### src/rtl/frameFetchPkg.sv
package frameFetchPkg;
  localparam int BURST_LEN  = 4;
  localparam int WORD_BYTES = 4;

  typedef enum logic [1:0] {ST_IDLE, ST_REQ, ST_DATA} fetchState_t;

  typedef struct packed {
    logic incr;   // one word landed: step the served pointer
    logic wrap;   // last word of the frame: reload from base
    logic chSel;  // channel being served (0 = first, 1 = second)
  } fetchStrobe_t;
endpackage

### src/rtl/frameFetchCtrl.sv
module frameFetchCtrl
  import frameFetchPkg::*;
(
  input  logic         clk,
  input  logic         rstN,
  input  logic         fetchEn,
  input  logic         dualMode,
  input  logic         freeOk1,
  input  logic         freeOk2,
  input  logic         busGrant,
  input  logic         rdValid,
  input  logic         wrapHit,
  output logic         busReq,
  output logic         fifoPush1,
  output logic         fifoPush2,
  output fetchStrobe_t strb
);
  localparam int BEAT_W = $clog2(BURST_LEN);

  fetchState_t state, stateNxt;
  logic selReg, selNxt;
  logic [BEAT_W-1:0] beat;
  logic lastBeat, push;

  assign lastBeat = (beat == BEAT_W'(BURST_LEN - 1));
  assign push     = (state == ST_DATA) && rdValid;

  always_comb begin
    stateNxt = state;
    selNxt   = selReg;
    case (state)
      ST_IDLE: begin
        if (fetchEn && freeOk1) begin
          selNxt   = 1'b0;
          stateNxt = ST_REQ;
        end else if (fetchEn && dualMode && freeOk2) begin
          selNxt   = 1'b1;
          stateNxt = ST_REQ;
        end
      end
      ST_REQ: begin
        if (!fetchEn)      stateNxt = ST_IDLE;
        else if (busGrant) stateNxt = ST_DATA;
      end
      ST_DATA: begin
        if (rdValid && lastBeat) stateNxt = ST_IDLE;
      end
      default: stateNxt = ST_IDLE;
    endcase
  end

  always_ff @(posedge clk or negedge rstN) begin
    if (!rstN) begin
      state  <= ST_IDLE;
      selReg <= 1'b0;
      beat   <= '0;
    end else begin
      state  <= stateNxt;
      selReg <= selNxt;
      if (state != ST_DATA) beat <= '0;
      else if (rdValid)     beat <= beat + 1'b1;
    end
  end

  assign busReq     = (state == ST_REQ);
  assign fifoPush1  = push && !selReg;
  assign fifoPush2  = push && selReg;
  assign strb.incr  = push;
  assign strb.wrap  = push && lastBeat && wrapHit;
  assign strb.chSel = selReg;
endmodule

### src/rtl/frameFetchPath.sv
module frameFetchPath
  import frameFetchPkg::*;
#(
  parameter int ADDR_W    = 32,
  parameter int PPL_W     = 10,
  parameter int LPP_W     = 10,
  parameter int PAL_BYTES = 32
) (
  input  logic              clk,
  input  logic              rstN,
  input  logic              wrEn,
  input  logic [1:0]        wrAddr,
  input  logic [ADDR_W-1:0] wrData,
  input  logic [1:0]        rdAddr,
  output logic [ADDR_W-1:0] rdData,
  input  fetchStrobe_t      strb,
  output logic [ADDR_W-1:0] curAddr,
  output logic              wrapHit,
  output logic              fetchEn,
  output logic              dualMode,
  output logic              irq
);
  localparam int PPL_LSB = 5;
  localparam int LPP_LSB = PPL_LSB + PPL_W;
  localparam int CTRL_W  = LPP_LSB + LPP_W;
  localparam int PIX_W   = PPL_W + LPP_W;
  localparam int ALIGN_B = BURST_LEN * WORD_BYTES;

  logic             irqMask, enPrev, enRise, statusBit;
  logic [1:0]       bppCode;
  logic [PPL_W-1:0] pplReg;
  logic [LPP_W-1:0] lppReg;
  logic [ADDR_W-1:0] baseReg  [2];
  logic [ADDR_W-1:0] curPtr   [2];
  logic [ADDR_W-1:0] startPtr [2];
  logic [ADDR_W-1:0] endAddr  [2];
  logic [PIX_W-1:0]  pixCount;
  logic [PIX_W+1:0]  pixBytes;
  logic [ADDR_W-1:0] rawBytes, frameBytes, nextPtr;

  // control register
  always_ff @(posedge clk or negedge rstN) begin
    if (!rstN) begin
      fetchEn  <= 1'b0;
      dualMode <= 1'b0;
      irqMask  <= 1'b0;
      bppCode  <= '0;
      pplReg   <= '0;
      lppReg   <= '0;
      enPrev   <= 1'b0;
    end else begin
      enPrev <= fetchEn;
      if (wrEn && wrAddr == 2'd0) begin
        fetchEn  <= wrData[0];
        dualMode <= wrData[1];
        irqMask  <= wrData[2];
        bppCode  <= wrData[4:3];
        pplReg   <= wrData[PPL_LSB +: PPL_W];
        lppReg   <= wrData[LPP_LSB +: LPP_W];
      end
    end
  end

  assign enRise = fetchEn && !enPrev;

  // frame size shared by both channels
  assign pixCount = PIX_W'(pplReg) * PIX_W'(lppReg);
  always_comb begin
    case (bppCode)
      2'd0:    pixBytes = ({2'b00, pixCount} + 1'b1) >> 1;
      2'd1:    pixBytes = {2'b00, pixCount};
      default: pixBytes = {1'b0, pixCount, 1'b0};
    endcase
  end
  assign rawBytes   = ADDR_W'(pixBytes) + ADDR_W'(PAL_BYTES) + ADDR_W'(ALIGN_B - 1);
  assign frameBytes = rawBytes & ~ADDR_W'(ALIGN_B - 1);

  assign curAddr = curPtr[strb.chSel];
  assign nextPtr = curAddr + ADDR_W'(WORD_BYTES);
  assign wrapHit = (nextPtr == endAddr[strb.chSel]);

  for (genvar c = 0; c < 2; c++) begin : g_chan
    logic served, reloadNow;
    assign served    = (strb.chSel == 1'(c));
    assign reloadNow = (enRise && (c == 0 || dualMode)) ||
                       (!enRise && strb.incr && strb.wrap && served);
    assign endAddr[c] = startPtr[c] + frameBytes;

    // base holds no reset value; low bits never stored
    always_ff @(posedge clk) begin
      if (wrEn && wrAddr == 2'(c + 1))
        baseReg[c] <= {wrData[ADDR_W-1:4], 4'b0000};
    end

    always_ff @(posedge clk or negedge rstN) begin
      if (!rstN) begin
        curPtr[c]   <= '0;
        startPtr[c] <= '0;
      end else if (reloadNow) begin
        curPtr[c]   <= baseReg[c];
        startPtr[c] <= baseReg[c];
      end else if (!enRise && strb.incr && served) begin
        curPtr[c] <= nextPtr;
      end
    end
  end

  // sticky reload flag, write-one-to-clear
  always_ff @(posedge clk or negedge rstN) begin
    if (!rstN)                                statusBit <= 1'b0;
    else if (enRise || (strb.incr && strb.wrap)) statusBit <= 1'b1;
    else if (wrEn && wrAddr == 2'd3 && wrData[0]) statusBit <= 1'b0;
  end

  assign irq = statusBit && irqMask;

  always_comb begin
    case (rdAddr)
      2'd0:    rdData = {{(ADDR_W-CTRL_W){1'b0}}, lppReg, pplReg, bppCode,
                         irqMask, dualMode, fetchEn};
      2'd1:    rdData = baseReg[0];
      2'd2:    rdData = baseReg[1];
      default: rdData = {{(ADDR_W-1){1'b0}}, statusBit};
    endcase
  end
endmodule

### src/rtl/frameFetchDma.sv
module frameFetchDma
  import frameFetchPkg::*;
#(
  parameter int ADDR_W    = 32,
  parameter int DATA_W    = 32,
  parameter int FREE_W    = 5,
  parameter int PPL_W     = 10,
  parameter int LPP_W     = 10,
  parameter int PAL_BYTES = 32
) (
  input  logic              clk,
  input  logic              rstN,
  input  logic              wrEn,
  input  logic [1:0]        wrAddr,
  input  logic [ADDR_W-1:0] wrData,
  input  logic [1:0]        rdAddr,
  output logic [ADDR_W-1:0] rdData,
  input  logic [FREE_W-1:0] fifoFree1,
  input  logic [FREE_W-1:0] fifoFree2,
  output logic              busReq,
  output logic [ADDR_W-1:0] busAddr,
  input  logic              busGrant,
  input  logic              rdValid,
  input  logic [DATA_W-1:0] busData,
  output logic              fifoPush1,
  output logic              fifoPush2,
  output logic [DATA_W-1:0] fifoData,
  output logic              irq
);
  fetchStrobe_t strb;
  logic fetchEn, dualMode, wrapHit, freeOk1, freeOk2;

  assign freeOk1  = (fifoFree1 >= FREE_W'(BURST_LEN));
  assign freeOk2  = (fifoFree2 >= FREE_W'(BURST_LEN));
  assign fifoData = busData;

  frameFetchCtrl i_ctrl (
    .clk(clk), .rstN(rstN), .fetchEn(fetchEn), .dualMode(dualMode),
    .freeOk1(freeOk1), .freeOk2(freeOk2), .busGrant(busGrant),
    .rdValid(rdValid), .wrapHit(wrapHit), .busReq(busReq),
    .fifoPush1(fifoPush1), .fifoPush2(fifoPush2), .strb(strb)
  );

  frameFetchPath #(
    .ADDR_W(ADDR_W), .PPL_W(PPL_W), .LPP_W(LPP_W), .PAL_BYTES(PAL_BYTES)
  ) i_path (
    .clk(clk), .rstN(rstN), .wrEn(wrEn), .wrAddr(wrAddr), .wrData(wrData),
    .rdAddr(rdAddr), .rdData(rdData), .strb(strb), .curAddr(busAddr),
    .wrapHit(wrapHit), .fetchEn(fetchEn), .dualMode(dualMode), .irq(irq)
  );
endmodule

### config.mk
export PLATFORM = sky130hd
export DESIGN_NAME = frameFetchDma
export DESIGN_NICKNAME = d
export VERILOG_FILES = /design/src/rtl/frameFetchPkg.sv /design/src/rtl/frameFetchCtrl.sv /design/src/rtl/frameFetchPath.sv /design/src/rtl/frameFetchDma.sv
export SDC_FILE = /design/constraint.sdc
export NUM_CORES = 1
export LEC_CHECK = 0
export ABC_AREA = 1
export BUFFER_PORTS_ARGS = -buffer_cell sky130_fd_sc_hd__buf_4
export CAP_MARGIN = 10
export CORE_MARGIN = 1
export CORE_UTILIZATION = 55
export CTS_BUF_LIST = sky130_fd_sc_hd__clkbuf_8
export DETAILED_ROUTE_END_ITERATION = 8
export PLACE_DENSITY = 0.8
export SYNTH_ARGS = -nofsm -noshare
export SYNTH_HDL_FRONTEND = slang
export SYNTH_SLANG_ARGS = --single-unit
### constraint.sdc
create_clock -name clk -period 21 [get_ports clk]
set_input_delay 4.2 -clock clk [delete_from_list [all_inputs] [get_ports clk]]
set_output_delay 4.2 -clock clk [all_outputs]
set_load 0.1 [all_outputs]
==> flow_summary_export.csv <==
group,metric,value,unit
grt,grt_use_total,0.329,
timing,setup-tns-final,0,ps
floorplanning,top_level_ports,183,
setup_path,path_buf_inv,8,
detailed_routing,wl,53300,µm
setup_path,cp.arrival,11680,ps
floorplanning,die_x,182,µm
layout,antenna_cells,0,
clock_network,cts_resized,0,
timing,worst_slew_pin_slew,932,ps
grt,antenna_found_initial,0,
synthesis,synth-async-reset-ratio,0.731,
setup_path,worstPathRequired,21440,ps
place,place_inst,2956,
layout,seqCellArea,5490,µm²
timing,rsz0062_at_grt,"false",
timing,fin_skew,38.0,ps
clock_network,cts.sinks,208,
synthesis,synth_edf_count,56,
detailed_routing,first_pass_iters,7,
grt,grt_pass1_vias,16165,
flow_run,cap_violations,0,
synthesis,post-synth-top-count-cell,"nand2_1",
timing,finalCriticalPeriod,11250,ps
layout,layout-drive-gt1-share,0.101,
floorplanning,rows,65,
place,gp_congestion,0.991,
clock_network,postCtsHoldBufs,0,
timing,clock.fmax,88.9,MHz
clock_network,htreeDepth,2,
clock_network,cts_buffers,37,
synthesis,yosysTopAreaCell,"dfrtp_1",
grt,grt_pass1_wl,85100,µm
layout,fin_util,0.610,
layout,final_nets,2819,
setup_path,critPathLaunchType,"flip-flop",
setup_path,setup.worst_path.end_class,"flip-flop",
layout,multi_input_area,10200,µm²
setup_path,rrSetupSlack,9750,ps
timing,hold_ws,466,ps
synthesis,netlist_area,17800,µm²
synthesis,synth_common_cells,"757 x nand2_1, 391 x inv_1, 263 x nor2_1, 185 x nand3_1, 152 x dfrtp_1",
synthesis,synth_top_area_frac,0.213,
hold_path,min_delay_path_depth,2,
synthesis,synth_fp_nets,2772,
detailed_routing,wire_per_inst,17.6,µm
layout,instances_no_fill,3022,
timing,slew_headroom,0.379,
detailed_routing,drtIter0Drc,1773,
place,port_buffers,114,
synthesis,synth_area_leaders,"dfrtp_1 21%, nand2_1 16%, edfxtp_1 9.4%",
synthesis,avgSynthCellArea,7.00,µm²
clock_network,cts.repair_timing.setup_buffer_count,0,
setup_path,reg2regPathDepth,50,
grt,grt_overflow_total,0,
setup_path,critical_path_class,"reg2reg",
floorplanning,start_util,0.562,
grt,grt_max_degree,82,
hold_path,hold_path_end,"i_path.startPtr[58]$_DFFE_PN0P_",
synthesis,ys_warn_count,0,
setup_path,r2r_end,"i_path.startPtr[53]$_DFFE_PN0P_",
detailed_routing,ant_nets,0,
synthesis,yosys_register_bits,208,
clock_network,cts_tree,"built",
layout,fill_cells,2891,
synthesis,yosysSeqAreaShare,0.308,
detailed_routing,vias,16885,
setup_path,path_max_fanout,50,
setup_path,crit_family,"simple AND/OR/NAND/NOR gates",
detailed_routing,drc,0,
synthesis,syn_inst,2546,
detailed_routing,vias_per_cell,5.59,
floorplanning,coreArea,31700,µm²
setup_path,critPathMaxStageDelay,720,ps
place,dp_hpwl,40200,µm
setup_path,crit_top_cell,"nand2_1",
floorplanning,dieHeight,182,µm
timing,setup-violations-final,0,
clock_network,cts_root_buf,"clkbuf_8",
clock_network,clock_latency,570,ps
timing,maxSlewViolCount,0,
setup_path,cpMaxStageDelayCell,"dfrtp_1",
clock_network,cts_max_path_buffers,3,
setup_path,rr_startpoint,"i_path.lppReg[9]$_DFFE_PN0P_",
status,status,"finished clean",
timing,hold_violations,0,
floorplanning,dieArea,33100,µm²
clock_network,clkTransAtPathRegs,60,ps
timing,period_share,0.536,
synthesis,ys.flop_type,"dfrtp_1",
synthesis,ys_types,54,
hold_path,hold_start,"i_path.startPtr[58]$_DFFE_PN0P_",
layout,syn2layout_area_growth,8.48,%
hold_path,hold_path.class,"reg2reg",
## state kept, by name, indices dropped and copies added (netlist names)
register and count:
i_path.curPtr 64, i_path.baseReg 56, i_path.startPtr 56, i_path.lppReg 10
i_path.pplReg 10, i_ctrl.beat 2, i_ctrl.state 2, i_path.bppCode 2
i_ctrl.selReg 1, i_path.dualMode 1, i_path.enPrev 1, i_path.fetchEn 1
i_path.irqMask 1, i_path.statusBit 1
## cell usage in the layout, fill, tap and decap left out, types with 10 or more instances in the layout
master,instances
a21oi_1,116
buf_4,124
clkbuf_8,40
dfrtp_1,151
edfxtp_1,56
fa_1,63
ha_1,80
inv_1,409
inv_2,11
mux2_2,20
nand2_1,757
nand3_1,185
nand4_1,19
nor2_1,262
nor2_2,10
nor3_1,15
o211ai_1,20
o21ai_0,71
o21ai_1,34
o22ai_1,16
xnor2_1,18
xor2_1,49
## how the worst max path moves through the flow
stage	to	from	slack [ps]	cells past startpoint
6_report	i_path.startPtr[53]$_DFFE_PN0P_	i_path.lppReg[9]$_DFFE_PN0P_	9750	50
3_5_place_dp	i_path.startPtr[53]$_DFFE_PN0P_	i_path.lppReg[9]$_DFFE_PN0P_	9960	51
5_1_grt	i_path.startPtr[53]$_DFFE_PN0P_	i_path.lppReg[9]$_DFFE_PN0P_	9030	51
4_1_cts	i_path.startPtr[53]$_DFFE_PN0P_	i_path.lppReg[9]$_DFFE_PN0P_	9910	51
3_3_place_gp	i_path.startPtr[53]$_DFFE_PN0P_	i_path.lppReg[9]$_DFFE_PN0P_	10110	50
2_1_floorplan	rdData[25]	rdAddr[0]	10030	4
## logic make-up after synthesis
logic type	after synthesis	synth area share
AOI/OAI and AO/OA	292	0.0949
xor gates and xnor gates	70	0.0356
adders and majority gates	143	0.127
buffers and inverters	521	0.123
DFF	208	0.308
muxes	20	0.0126
other	1	0.000210
and+or+nand+nor	1291	0.300
## layer usage
layer	up-vias	routed length, µm	track usage
met5	-	0	0
met4	0	1380	0.0948
met3	88	5490	0.0732
met2	812	23000	0.496
met1	7913	23500	0.473
li1	8072	-	-
## per-stage QoR
step | cell area, µm² | worst slack, ps
finish | 19300 | 9750
floorplan | 17800 | 10030
detailed placement | 18600 | 9960
global route | 19300 | 9030
CTS | 19300 | 9910
global placement | 18600 | 10110
## final cells by class
cell class	instances	area share
inverters	404	0.0785
repair buffers	125	0.0487
clock buffers	40	0.0285
multi-input cells	1817	0.527
flip-flops and latches	208	0.284
clock inverters	26	0.00815
well taps	402	0.0260
## worst min-delay path, stage by stage (launching register included)
cell and delay [ps]:
dfrtp_1 340, nand2_1 50, nand2_1 40
Power is left out: the tool's default activity adds up to more than one toggle a clock period on the data nets, which glitch-free logic cannot reach.
